--- src/rtl/twin_pwm_pkg.sv ---
package twin_pwm_pkg;

    // word index (byte offset / 2) of the control word
    localparam int CTRL_WORD = 0;

    // word index of the high-phase count of channel ch
    function automatic int hi_word(input int ch);
        return 1 + 2 * ch;
    endfunction

    // word index of the low-phase count of channel ch
    function automatic int lo_word(input int ch);
        return 2 + 2 * ch;
    endfunction

endpackage

--- src/rtl/twin_pwm_regs.sv ---
module twin_pwm_regs
    import twin_pwm_pkg::*;
#(
    parameter int CNT_W  = 16,
    parameter int ADDR_W = 4,
    parameter int NCH    = 2
) (
    input  logic                          clk,
    input  logic                          rst_n,
    input  logic [ADDR_W-1:0]             bus_addr,
    input  logic                          bus_wr,
    input  logic [CNT_W-1:0]              bus_wdata,
    output logic [CNT_W-1:0]              bus_rdata,
    output logic [NCH-1:0]                chan_en,
    output logic [NCH-1:0][CNT_W-1:0]     hi_cnt,
    output logic [NCH-1:0][CNT_W-1:0]     lo_cnt
);

    localparam int CTRL_W = NCH + 1;
    localparam int WIDX_W = ADDR_W - 1;

    typedef struct packed {
        logic [CTRL_W-1:0]            ctrl;
        logic [NCH-1:0][CNT_W-1:0]    hi;
        logic [NCH-1:0][CNT_W-1:0]    lo;
    } regs_t;

    regs_t r_d, r_q;

    logic              aligned;
    logic [WIDX_W-1:0] widx;

    assign aligned = ~bus_addr[0];
    assign widx    = bus_addr[ADDR_W-1:1];

    always_comb begin
        r_d = r_q;
        if (bus_wr && aligned) begin
            if (int'(widx) == CTRL_WORD) begin
                r_d.ctrl = bus_wdata[CTRL_W-1:0];
            end
            for (int i = 0; i < NCH; i++) begin
                if (int'(widx) == hi_word(i)) r_d.hi[i] = bus_wdata;
                if (int'(widx) == lo_word(i)) r_d.lo[i] = bus_wdata;
            end
        end
    end

    always_ff @(posedge clk) begin
        if (!rst_n) r_q <= '0;
        else        r_q <= r_d;
    end

    always_comb begin
        bus_rdata = '0;
        if (aligned) begin
            if (int'(widx) == CTRL_WORD) begin
                bus_rdata[CTRL_W-1:0] = r_q.ctrl;
            end
            for (int i = 0; i < NCH; i++) begin
                if (int'(widx) == hi_word(i)) bus_rdata = r_q.hi[i];
                if (int'(widx) == lo_word(i)) bus_rdata = r_q.lo[i];
            end
        end
    end

    assign chan_en = r_q.ctrl[NCH-1:0];
    assign hi_cnt  = r_q.hi;
    assign lo_cnt  = r_q.lo;

endmodule

--- src/rtl/twin_pwm_chan.sv ---
module twin_pwm_chan #(
    parameter int CNT_W = 16
) (
    input  logic             clk,
    input  logic             rst_n,
    input  logic             en,
    input  logic [CNT_W-1:0] hi_cfg,
    input  logic [CNT_W-1:0] lo_cfg,
    output logic             pwm_o,
    output logic             period_go
);

    localparam int POS_W = CNT_W + 1;

    typedef struct packed {
        logic             run;
        logic [POS_W-1:0] pos;
        logic [CNT_W-1:0] act_hi;
        logic [CNT_W-1:0] act_lo;
        logic             out;
    } chan_t;

    chan_t st_d, st_q;

    logic [POS_W-1:0] span;
    logic [POS_W-1:0] pos_nx;
    logic             last;

    assign span      = {1'b0, st_q.act_hi} + {1'b0, st_q.act_lo};
    assign pos_nx    = st_q.pos + 1'b1;
    assign last      = (pos_nx >= span);
    assign period_go = en && (!st_q.run || last);

    always_comb begin
        st_d = st_q;
        if (!en) begin
            st_d = '0;
        end else if (period_go) begin
            st_d.run    = 1'b1;
            st_d.pos    = '0;
            st_d.act_hi = hi_cfg;
            st_d.act_lo = lo_cfg;
            st_d.out    = (hi_cfg != '0);
        end else begin
            st_d.pos = pos_nx;
            st_d.out = (pos_nx < {1'b0, st_q.act_hi});
        end
    end

    always_ff @(posedge clk) begin
        if (!rst_n) st_q <= '0;
        else        st_q <= st_d;
    end

    assign pwm_o = st_q.out;

endmodule

--- src/rtl/twin_pwm.sv ---
module twin_pwm #(
    parameter int CNT_W  = 16,
    parameter int ADDR_W = 4,
    parameter int NCH    = 2
) (
    input  logic              clk,
    input  logic              rst_n,
    input  logic [ADDR_W-1:0] bus_addr,
    input  logic              bus_wr,
    input  logic [CNT_W-1:0]  bus_wdata,
    output logic [CNT_W-1:0]  bus_rdata,
    output logic [NCH-1:0]    pwm_out
);

    logic [NCH-1:0]              chan_en;
    logic [NCH-1:0]              chan_go;
    logic [NCH-1:0][CNT_W-1:0]   hi_cnt;
    logic [NCH-1:0][CNT_W-1:0]   lo_cnt;

    twin_pwm_regs #(
        .CNT_W  (CNT_W),
        .ADDR_W (ADDR_W),
        .NCH    (NCH)
    ) regs_i (
        .clk       (clk),
        .rst_n     (rst_n),
        .bus_addr  (bus_addr),
        .bus_wr    (bus_wr),
        .bus_wdata (bus_wdata),
        .bus_rdata (bus_rdata),
        .chan_en   (chan_en),
        .hi_cnt    (hi_cnt),
        .lo_cnt    (lo_cnt)
    );

    for (genvar i = 0; i < NCH; i++) begin : g_chan
        twin_pwm_chan #(
            .CNT_W (CNT_W)
        ) chan_i (
            .clk       (clk),
            .rst_n     (rst_n),
            .en        (chan_en[i]),
            .hi_cfg    (hi_cnt[i]),
            .lo_cfg    (lo_cnt[i]),
            .pwm_o     (pwm_out[i]),
            .period_go (chan_go[i])
        );
    end

endmodule

--- config.mk ---
export PLATFORM = sky130hd
export DESIGN_NAME = twin_pwm
export DESIGN_NICKNAME = d
export VERILOG_FILES = /design/src/rtl/twin_pwm_pkg.sv /design/src/rtl/twin_pwm_regs.sv /design/src/rtl/twin_pwm_chan.sv /design/src/rtl/twin_pwm.sv
export SDC_FILE = /design/constraint.sdc
export NUM_CORES = 1
export LEC_CHECK = 0
export CAP_MARGIN = 15
export CORE_MARGIN = 5
export CORE_UTILIZATION = 28
export CTS_CLUSTER_DIAMETER = 50
export CTS_CLUSTER_SIZE = 28
export DETAILED_ROUTE_END_ITERATION = 10
export PLACE_DENSITY = 0.54
export SLEW_MARGIN = 20
export SYNTH_ARGS = -nofsm -noshare
export SYNTH_HDL_FRONTEND = slang
export SYNTH_SLANG_ARGS = --single-unit
--- constraint.sdc ---
create_clock -name clk -period 5.2 [get_ports clk]
set_clock_uncertainty 0.05 [all_clocks]
set_input_delay 1.56 -clock clk [delete_from_list [all_inputs] [get_ports clk]]
set_output_delay 1.56 -clock clk [all_outputs]
set_load 0.03 [all_outputs]
==> impl_results.md, run 1 <==
- Sequential share of power: 50.5%
- Initial antenna violation count: 0
- Sw power: between 500 and 600 uW
- Place WS: 243 ps
- Slowest Stage Delay on Critical Path: roughly 520 ps
- Slew margin rel.: 48.9%
- Final Hold Vio Count: 0
- DRT antenna net count: 0
- Final period util: between 90% and 100%
- Clock sink total: between 150 and 200
- Status: completed
- First-pass GRT wire length: 40000 um
- Worst skew pair latency: ~430 ps
- Clock period minus worst slack: about 5000 ps
- Final setup TNS: 0 ps
- Nets@finish: 1303
- Yosys Warn Count: 0
- Cts bufs inserted: 17
- Hold_buf cts: 0
- Worst Hold Class: reg -> reg
- Setup Buffers After CTS: 0
- Max_cap viols: 0
- Sw Share: between 20% and 30%
- Final Power: 2590 uW
- Largest net degree at the start of global routing: 66
- Setup ws final: about 220 ps
- Vias in the first global route: 7320
- Gpl congestion: between 0.8 and 0.9
- Post-synth EDFFs: 0
- CTS tree: done
- Slew Limit Fails: 0
- CTS max path bufs: 2
- Unrepaired setup endpoints after global routing: no
- Drt pass-1 iters: 5
- IO Pins: slightly above 40
- Pwr Density: ~230 nW/um^2
- Synthesized area per cell: about 8.5 um^2
- Yosys reg bits: 169
- Synthesized Nets: around 1300
- Vias per cell: around 4.8
- CP endpoint kind: output pin
- Area contributors post-synth: dfxtp_1 35%, ha_1 13%, mux2i_1 6.8%
- Most common cell after layout, fill and taps aside: nand2_1
- Share of cells above drive strength 1: under 10%
- # rows: around 70
- Final setup vio count: 0
- Gr ovfl total: 0
- Resized cells post-CTS: 0
- Clk slew on worst S/H paths: roughly 60 ps
- Synthesized area: between 9000 and 10000 um^2
- CP arrival: between 3000 and 4000 ps
- Worst setup path category: in -> out
- Initial DRC Count: 520
- Tightest Pin Transition: 764 ps
- Clock group share of total power: 45.6%
- Final cell count without fillers: approximately 1600
- I/O Buffers: 40
- FILL cells: 3662
- Internal power: between 2000 and 2500 uW
- Synth async-reset ratio: 0%
- Most frequent cells in the layout: 177 x nand2_1, 169 x dfxtp_1, 131 x nor2_1, 98 x ha_1, 67 x mux2i_1
- Synth Instances: ~1100
- Fmax: 0.201 GHz
- Routed wire length: ~25000 um
- Inserted Diodes: 0
- Yosys cell types: 60
- Total GRT Usage: roughly 13%
- DRC Markers: 0
- Routed WL per cell: about 15 um
- Area leader, netlist: dfxtp_1
- Worst path required time: 3590 ps
- Worst Path Buf+Inv: 3
- Die area: approximately 39000 um^2
- Die width: approximately 200 um
- Post-DP HPWL: around 19000 um
- Initial core utilization: 28.4%
- Crit-path leading delay family: buffers and inverters
- Leakage: between 0.004 and 0.005 uW
- Ys flop type: dfxtp_1
- Sequential area share after synthesis: 34.5%
- Most common cell on crit path: buf_4
- Core Area: 34500 um^2
- Routed vias: roughly 8000
- Synth top area share: around a third
- Clk Tree Root Cell: clkbuf_16
- Die Ht: roughly 200 um
- CP Cell Sequence: clkdlybuf4s50_1, buf_4, nor3b_1, nand2_1, o211ai_1, o21ai_0, nor2_1, buf_4
- Slowest-stage cell, CP: clkdlybuf4s50_1
- Gate power share: approximately 4%
- Placed cells: ~1600
- H-tree levels: 4
- Layout Area Growth over Synthesis: 15.4%
- CP Launch Type: primary input
- Worst Path Max Fanout: 9
- VDD IR max: 0.226 mV
[metal layers]
layer	routed length [um]	share of wire [%]	global-route usage [%]
met1	13200	53	19.7
met2	10300	41	18.3
met5	0	0	0
met4	209	0.84	2.62
met3	1110	4.5	2.06
[flip-flops by register name, summed over array words and instances (netlist names)]
signal,count
regs_i.r_q,1
regs_i.lo_cnt,32
g_chan.chan_i.st_q,100
regs_i.chan_en,2
regs_i.hi_cnt,32
g_chan.chan_i.pwm_o,2
[power by group through the flow]
stage | clock network, uW | logic (uW) | registers, uW
final | 1180 | 103 | 1310
after global routing | 1260 | 112 | 1310
after CTS | 1210 | 103 | 1310
after detailed placement | 0 | 102 | 1340
after global placement | 0 | 102 | 1340
after floorplan | 0 | 51.7 | 1330
[kinds of logic (layout without fill, tap and decap cells)]
family	Yosys count	in the layout	synth area share, %
AOI/OAI and AO/OA	231	231	16.0
xor gates and xnor gates	57	57	5.09
adders and majority gates	100	100	12.9
buffers and inverters	86	129	3.77
DFF	169	169	34.5
muxes	80	80	8.34
and+or+nand+nor	424	424	19.3
[area by class of cell]
type / instances / area [um^2] / area share (%)
inverter: 39 / 146 / 1.29
multi-input combinational: 892 / 6060 / 53.6
timing repair buffer: 61 / 626 / 5.53
clock buffer: 21 / 450 / 3.98
clock inverter: 8 / 76.3 / 0.675
tap: 455 / 569 / 5.03
sequential: 169 / 3380 / 29.9
[tightest hold or removal path: stages (launching register included)]
cell,delay [ps]
dfxtp_1,310
nand2_1,50
a21boi_0,70
[path summary, 6_finish.rpt]
kind	start	to	slack, ps	cells past startpoint
min	regs_i.r_q[66]	regs_i.r_q[66]	420	2
max reg2reg	g_chan[1].chan_i.st_q[1]	g_chan[1].chan_i.st_q[19]	550	18
min reg2reg	regs_i.r_q[66]	regs_i.r_q[66]	420	2
max	bus_addr[1]	bus_rdata[2]	220	8
[Yosys cell counts, types with 6 or more instances]
| cell | n |
|---|---|
| a31oi_1 | 6 |
| inv_1 | 38 |
| buf_2 | 6 |
| mux2i_1 | 67 |
| xor2_1 | 27 |
| a21oi_1 | 55 |
| ha_1 | 98 |
| a21boi_0 | 66 |
| a21o_1 | 26 |
| nand2b_1 | 7 |
| nor2b_2 | 8 |
| xnor2_1 | 30 |
| a22oi_1 | 13 |
| nor2b_1 | 19 |
| nand4_1 | 11 |
| nand3_1 | 23 |
| o21ai_0 | 24 |
| nand2_1 | 177 |
| nor2_1 | 131 |
| nor4_1 | 10 |
| mux2_2 | 13 |
| dfxtp_1 | 169 |
| clkbuf_1 | 32 |
| o211ai_1 | 6 |
| o21bai_1 | 6 |
| and3_1 | 22 |
[through the flow]
stage	util (%)	area, um^2	hold WS (ps)
2_1_floorplan	-	9800	393
3_3_place_gp	31.2	10800	410
3_5_place_dp	31.2	10800	412
4_1_cts	32.7	11300	420
5_1_grt	32.7	11300	453
6_report	32.7	11300	419
No activity file was read; power rests on OpenSTA's default activity.
==> run 2, diff against run 1 <==
SYNTH_HIERARCHICAL = 1   (was unset)
==> run 2 against run 1 <==
Sequential power barely moved. Register-to-register slack better by 60 ps. Fmax fell by 1.1%. Cell area increased by 5.3%. Die area grew 9.3%. Core utilization decreased by 1.3 points. Final cell count grew 5.5%. Combinational power up 40%. Critical path type unchanged. Highest routed layer unchanged.
==> impl_results.md, run 2 <==
- Status: completed
- Clock period minus worst slack: 5040 ps (+57.3 ps)
- Most common cell after layout, fill and taps aside: dfxtp_1
- Final Hold Vio Count: 0 (unchanged)
- Resized cells post-CTS: 0 (unchanged)
- Die width: 206 um (+4.6%)
- Tightest Pin Transition: 1080 ps (+313 ps)
- Core Area: 37800 um^2 (+9.6%)
- Synthesized Nets: 1386 (+9.1%)
- Max FFs per register: 100 (unchanged)
- Hold_buf cts: 0 (unchanged)
- Inserted Diodes: 0 (unchanged)
- FILL cells: 4042 (+10%)
- Reg with most FFs: g_chan.chan_i/st_q
- Clk Tree Root Cell: clkbuf_16
- Setup Buffers After CTS: 0 (unchanged)
- Register cell area after layout: 3380 um^2 (unchanged)
- Routed wire length: 29100 um (+17%)
- First-pass GRT wire length: 47200 um (+18%)
- Clock sink total: 169 (unchanged)
- Unrepaired setup endpoints after global routing: no
- Worst setup path category: in -> out
- Worst Hold Class: reg -> reg
- Reg2reg start: g_chan[1].chan_i/st_q[1]
- Routed vias: 8948 (+14%)
- Total GRT Usage: 13.8% (+1.1 points)
- Most frequent cells in the layout: 169 x dfxtp_1, 123 x a21oi_1, 98 x ha_1, 93 x nand3_1, 74 x o21ai_0
- Synth Instances: 1263 (+10%)
- DRT antenna net count: 0 (unchanged)
- Layout Area Growth over Synthesis: 10.6%
- Final setup TNS: 0 ps (unchanged)
- Final period util: 96.9% (+1.1 points)
- Leakage: 0.00466 uW (+2.1%)
- Max_cap viols: 0 (unchanged)
- Hold wc startpoint: g_chan[1].chan_i/st_q[1]
- Routed WL per cell: 16.7 um (+11%)
- Hold endpoint: g_chan[1].chan_i/st_q[1]
- CP Launch Type: primary input
- Vias per cell: 5.15 (+7.9%)
- VDD IR max: 0.238 mV (+5.4%)
- Drt pass-1 iters: 5 (unchanged)
- Hold path depth: 2 (unchanged)
- CP endpoint kind: output pin
- Reg2Reg Depth: 16 (-2)
- Initial antenna violation count: 0 (unchanged)
- Fmax: 0.199 GHz (-1.1%)
- Worst path required time: 3590 ps (about the same)
- CTS max path bufs: 2 (unchanged)
- Final setup vio count: 0 (unchanged)
- Cts bufs inserted: 17 (unchanged)
- Clk slew on worst S/H paths: 60 ps (about the same)
- Die area: 42500 um^2 (+9.3%)
- Worst skew pair latency: 430 ps (about the same)
- Yosys Warn Count: 6 (+6)
- CP arrival: 3430 ps (+60 ps)
- Slew margin rel.: 28.0% (-21 points)
- DRC Markers: 0 (unchanged)
- I/O Buffers: 40 (unchanged)
- Pwr Density: 227 nW/um^2 (-1.1%)
- Crit path launch: bus_addr[2]
- Vias in the first global route: 8559 (+17%)
- H-tree levels: 4 (unchanged)
- Final Power: 2700 uW (+4.1%)
- CTS tree: done
- Worst Path Max Fanout: 12 (+3)
- Hold_ws: 421 ps (+1.30 ps)
- # rows: 71 (+4.4%)
- RR Endpoint: g_chan[1].chan_i/pwm_o
- Synthesized area per cell: 8.52 um^2 (-0.27%)
- Gr ovfl total: 0 (unchanged)
- Share of cells above drive strength 1: 8.49% (+0.84 points)
- Die Ht: 206 um (+4.6%)
- Nets@finish: 1336 (+2.5%)
- Area of the multi-input gates: 6340 um^2 (+4.8%)
- Largest net degree at the start of global routing: 68 (+3.0%)
- Synthesized area: 10800 um^2 (+9.8%)
- Initial core utilization: 28.4% (+0.068 points)
- Gpl congestion: 0.874 (+5.6%)
- IO Pins: 41 (unchanged)
- Initial DRC Count: 663 (+28%)
- Slew Limit Fails: 0 (unchanged)
- Post-DP HPWL: 21700 um (+14%)
- Flop-to-flop setup slack: 610 ps (+60 ps)
run 2: cell types whose count changed in the layout (fill, tap and decap cells not counted), sizes merged, moves of 17 or more:
cell	previous run	this run
a21oi	55	123
nand2	177	73
nand3	23	93
a21boi	67	2
o21ai	24	84
nor2	132	69
o31ai	1	18
run 2: final cells by class:
cell class | instances | area share (%)
timing repair buffer | 65 | 6.50
multi-input combinational | 907 | 53.3
tap | 511 | 5.37
sequential | 169 | 28.4
clock buffer | 20 | 3.75
clock inverter | 11 | 0.967
inverter | 53 | 1.68
run 2: critical path, stage by stage:
cell and delay [ps]:
clkdlybuf4s50_1 580, nor2b_1 360, buf_4 290, a22oi_1 100, a21oi_1 350, buf_12 170
run 2: where the power goes:
group          switching [uW]  internal, uW
Sequential               7.96          1300
Clock                     569           679
Combinational            93.7          49.9
Total                     670          2030
run 2: per-layer routing:
metal | wire [um] | global-route usage (%)
met3 | 1850 | 2.65
met4 | 472 | 4.11
met5 | 0 | 0
met1 | 14900 | 21.0
met2 | 11900 | 19.5
run 2: worst max-delay path by stage:
stage,end,slack [ps],depth (start not counted)
after detailed placement,bus_rdata[15],210,6
after global routing,bus_rdata[15],50,6
after floorplan,bus_rdata[4],560,3
final,bus_rdata[15],160,6
after global placement,bus_rdata[6],210,6
after CTS,bus_rdata[15],190,6
run 2: stage by stage:
step	utilization [%]	cells	instance area (um^2)	setup WS (ps)
6_report	31.4	1736	11900	163
2_1_floorplan	-	1263	10800	560
4_1_cts	31.4	1736	11900	191
3_5_place_dp	30.0	1705	11300	210
5_1_grt	31.4	1736	11900	46.3
3_3_place_gp	30.0	1705	11300	209
==> run 3, diff against run 2 <==
CORE_MARGIN = 3   (was 5)
==> run 3 against run 2 <==
Register-to-register slack lost 60 ps. Core utilization grew 0.11 points. Critical path depth is the same. Final cell count is essentially flat.
==> impl_results.md, run 3 (synthesis results as in run 2) <==
- Post-DP HPWL: 21500 um (-0.78%)
- Share of cells above drive strength 1: 8.58% (+0.089 points)
- Leakage: 0.00468 uW (+0.51%)
- Worst path required time: 3590 ps (about the same)
- CTS max path bufs: 2 (unchanged)
- Most frequent cells in the layout: 169 x dfxtp_1, 123 x a21oi_1, 98 x ha_1, 93 x nand3_1, 74 x o21ai_0
- Core Area: 37800 um^2 (-0.23%)
- Gpl congestion: 0.870 (-0.45%)
- Most common cell after layout, fill and taps aside: dfxtp_1
- Slowest-stage cell, CP: clkdlybuf4s50_1
- Placed cells: 1704 (-0.059%)
- Inserted Diodes: 0 (unchanged)
- Initial antenna violation count: 0 (unchanged)
- Reg2Reg Depth: 15 (-1)
- Unrepaired setup endpoints after global routing: no
- CP Cell Sequence: clkdlybuf4s50_1, nor2b_1, buf_4, a22oi_1, a21oi_1, buf_12
- Worst Path Max Fanout: 14 (+2)
- Routed WL per cell: 16.8 um (+0.56%)
- Pwr Density: 230 nW/um^2 (+1.4%)
- Flop-to-flop setup slack: 550 ps (-60 ps)
- Gr ovfl total: 0 (unchanged)
- Resized cells post-CTS: 0 (unchanged)
- Clk slew on worst S/H paths: 70 ps (about the same)
- Max_cap viols: 0 (unchanged)
- Clk Tree Root Cell: clkbuf_16
- Die Ht: 202 um (-1.9%)
- Vias per cell: 5.13 (-0.49%)
- Status: completed
- I/O Buffers: 40 (unchanged)
- CP Launch Type: primary input
- VDD IR max: 0.238 mV (-0.26%)
- Total GRT Usage: 14.2% (+0.36 points)
- Vias in the first global route: 8371 (-2.2%)
- Hold_ws: 419 ps (-2.01 ps)
- Worst setup path endpoint: bus_rdata[5]
- Routed wire length: 29200 um (+0.50%)
- Reg2reg start: g_chan[1].chan_i/st_q[5]
- CP arrival: 3430 ps (about the same)
- Final setup TNS: 0 ps (unchanged)
- Final Hold Vio Count: 0 (unchanged)
- Slew margin rel.: 26.3% (-1.7 points)
- H-tree levels: 4 (unchanged)
- DRT antenna net count: 0 (unchanged)
- Final cell count without fillers: 1735 (-0.058%)
- Initial core utilization: 28.5% (+0.067 points)
- Die area: 40800 um^2 (-3.8%)
- Nets@finish: 1335 (-0.075%)
- DRC Markers: 0 (unchanged)
- Cts bufs inserted: 17 (unchanged)
- RR Endpoint: g_chan[1].chan_i/pwm_o
- Fmax: 0.198 GHz (about the same)
- Clock period minus worst slack: 5040 ps (+2.72 ps)
- Setup Buffers After CTS: 0 (unchanged)
- Largest net degree at the start of global routing: 68 (unchanged)
- First-pass GRT wire length: 46600 um (-1.3%)
- CP endpoint kind: output pin
- Initial DRC Count: 720 (+8.6%)
- CTS tree: done
- Worst Hold Class: reg -> reg
- # rows: 71 (unchanged)
- Final setup vio count: 0 (unchanged)
- Die width: 202 um (-1.9%)
- Slew Limit Fails: 0 (unchanged)
- IO Pins: 41 (unchanged)
- Worst setup path category: in -> out
- Routed vias: 8899 (-0.55%)
- Slowest Stage Delay on Critical Path: 660 ps (+80 ps)
- Drt pass-1 iters: 7 (+2)
- Clock sink total: 169 (unchanged)
- Max FFs per register: 100 (unchanged)
- Crit path launch: bus_addr[2]
- Layout Area Growth over Synthesis: 10.7%
- Reg with most FFs: g_chan.chan_i/st_q
- Final period util: 96.9% (about the same)
- Tightest Pin Transition: 1100 ps (+25.9 ps)
- Hold_buf cts: 0 (unchanged)
- Worst skew pair latency: 440 ps (about the same)
run 3: cell type report:
class / instances / area, um^2
repair buffers: 64 / 766
clock inverters: 12 / 131
well taps: 511 / 639
inverters: 53 / 200
clock buffers: 19 / 453
flip-flops and latches: 169 / 3380
multi-input cells: 907 / 6340
fillers: 3964 / 25800
run 3: how the worst min path moves through the flow:
stage                                    startpoint                        end  cells after the start
after CTS                  g_chan[1].chan_i/st_q[1]   g_chan[1].chan_i/st_q[1]                      2
final                      g_chan[1].chan_i/st_q[1]   g_chan[1].chan_i/st_q[1]                      2
after global placement    g_chan[1].chan_i/st_q[13]  g_chan[1].chan_i/st_q[13]                      2
after floorplan           g_chan[1].chan_i/st_q[10]  g_chan[1].chan_i/st_q[10]                      2
after global routing      g_chan[1].chan_i/st_q[12]  g_chan[1].chan_i/st_q[12]                      2
after detailed placement   g_chan[1].chan_i/st_q[9]   g_chan[1].chan_i/st_q[9]                      2
run 3: metrics by stage:
stage	total power, uW	utilization, %	instance area (um^2)	setup slack, ps
final	2740	31.6	11900	161
after global routing	2840	31.6	11900	34.1
after CTS	2780	31.5	11900	219
after detailed placement	1480	30.0	11300	223
after global placement	1470	30.0	11300	162
after floorplan	1420	-	10800	560
run 3: power breakdown:
group / total (uW) / switching (uW) / internal (uW)
combinational: 142 / 92.7 / 49.1
sequential: 1310 / 7.85 / 1300
clock: 1290 / 589 / 701
total: 2740 / 690 / 2050
run 3: worst max-delay path: cells and delay by family:
family	cells	cell delay, ps
buf+inv	3	1110
compound gates	2	500
simple gates	1	250
run 3: metal layers:
metal | wire length, um | track usage (%) | vias to the layer above
met3 | 2130 | 3.24 | 22
met1 | 14500 | 21.0 | 4209
met4 | 352 | 3.66 | 0
met2 | 12200 | 20.5 | 272
met5 | 0 | 0 | -
li1 | - | - | 4396
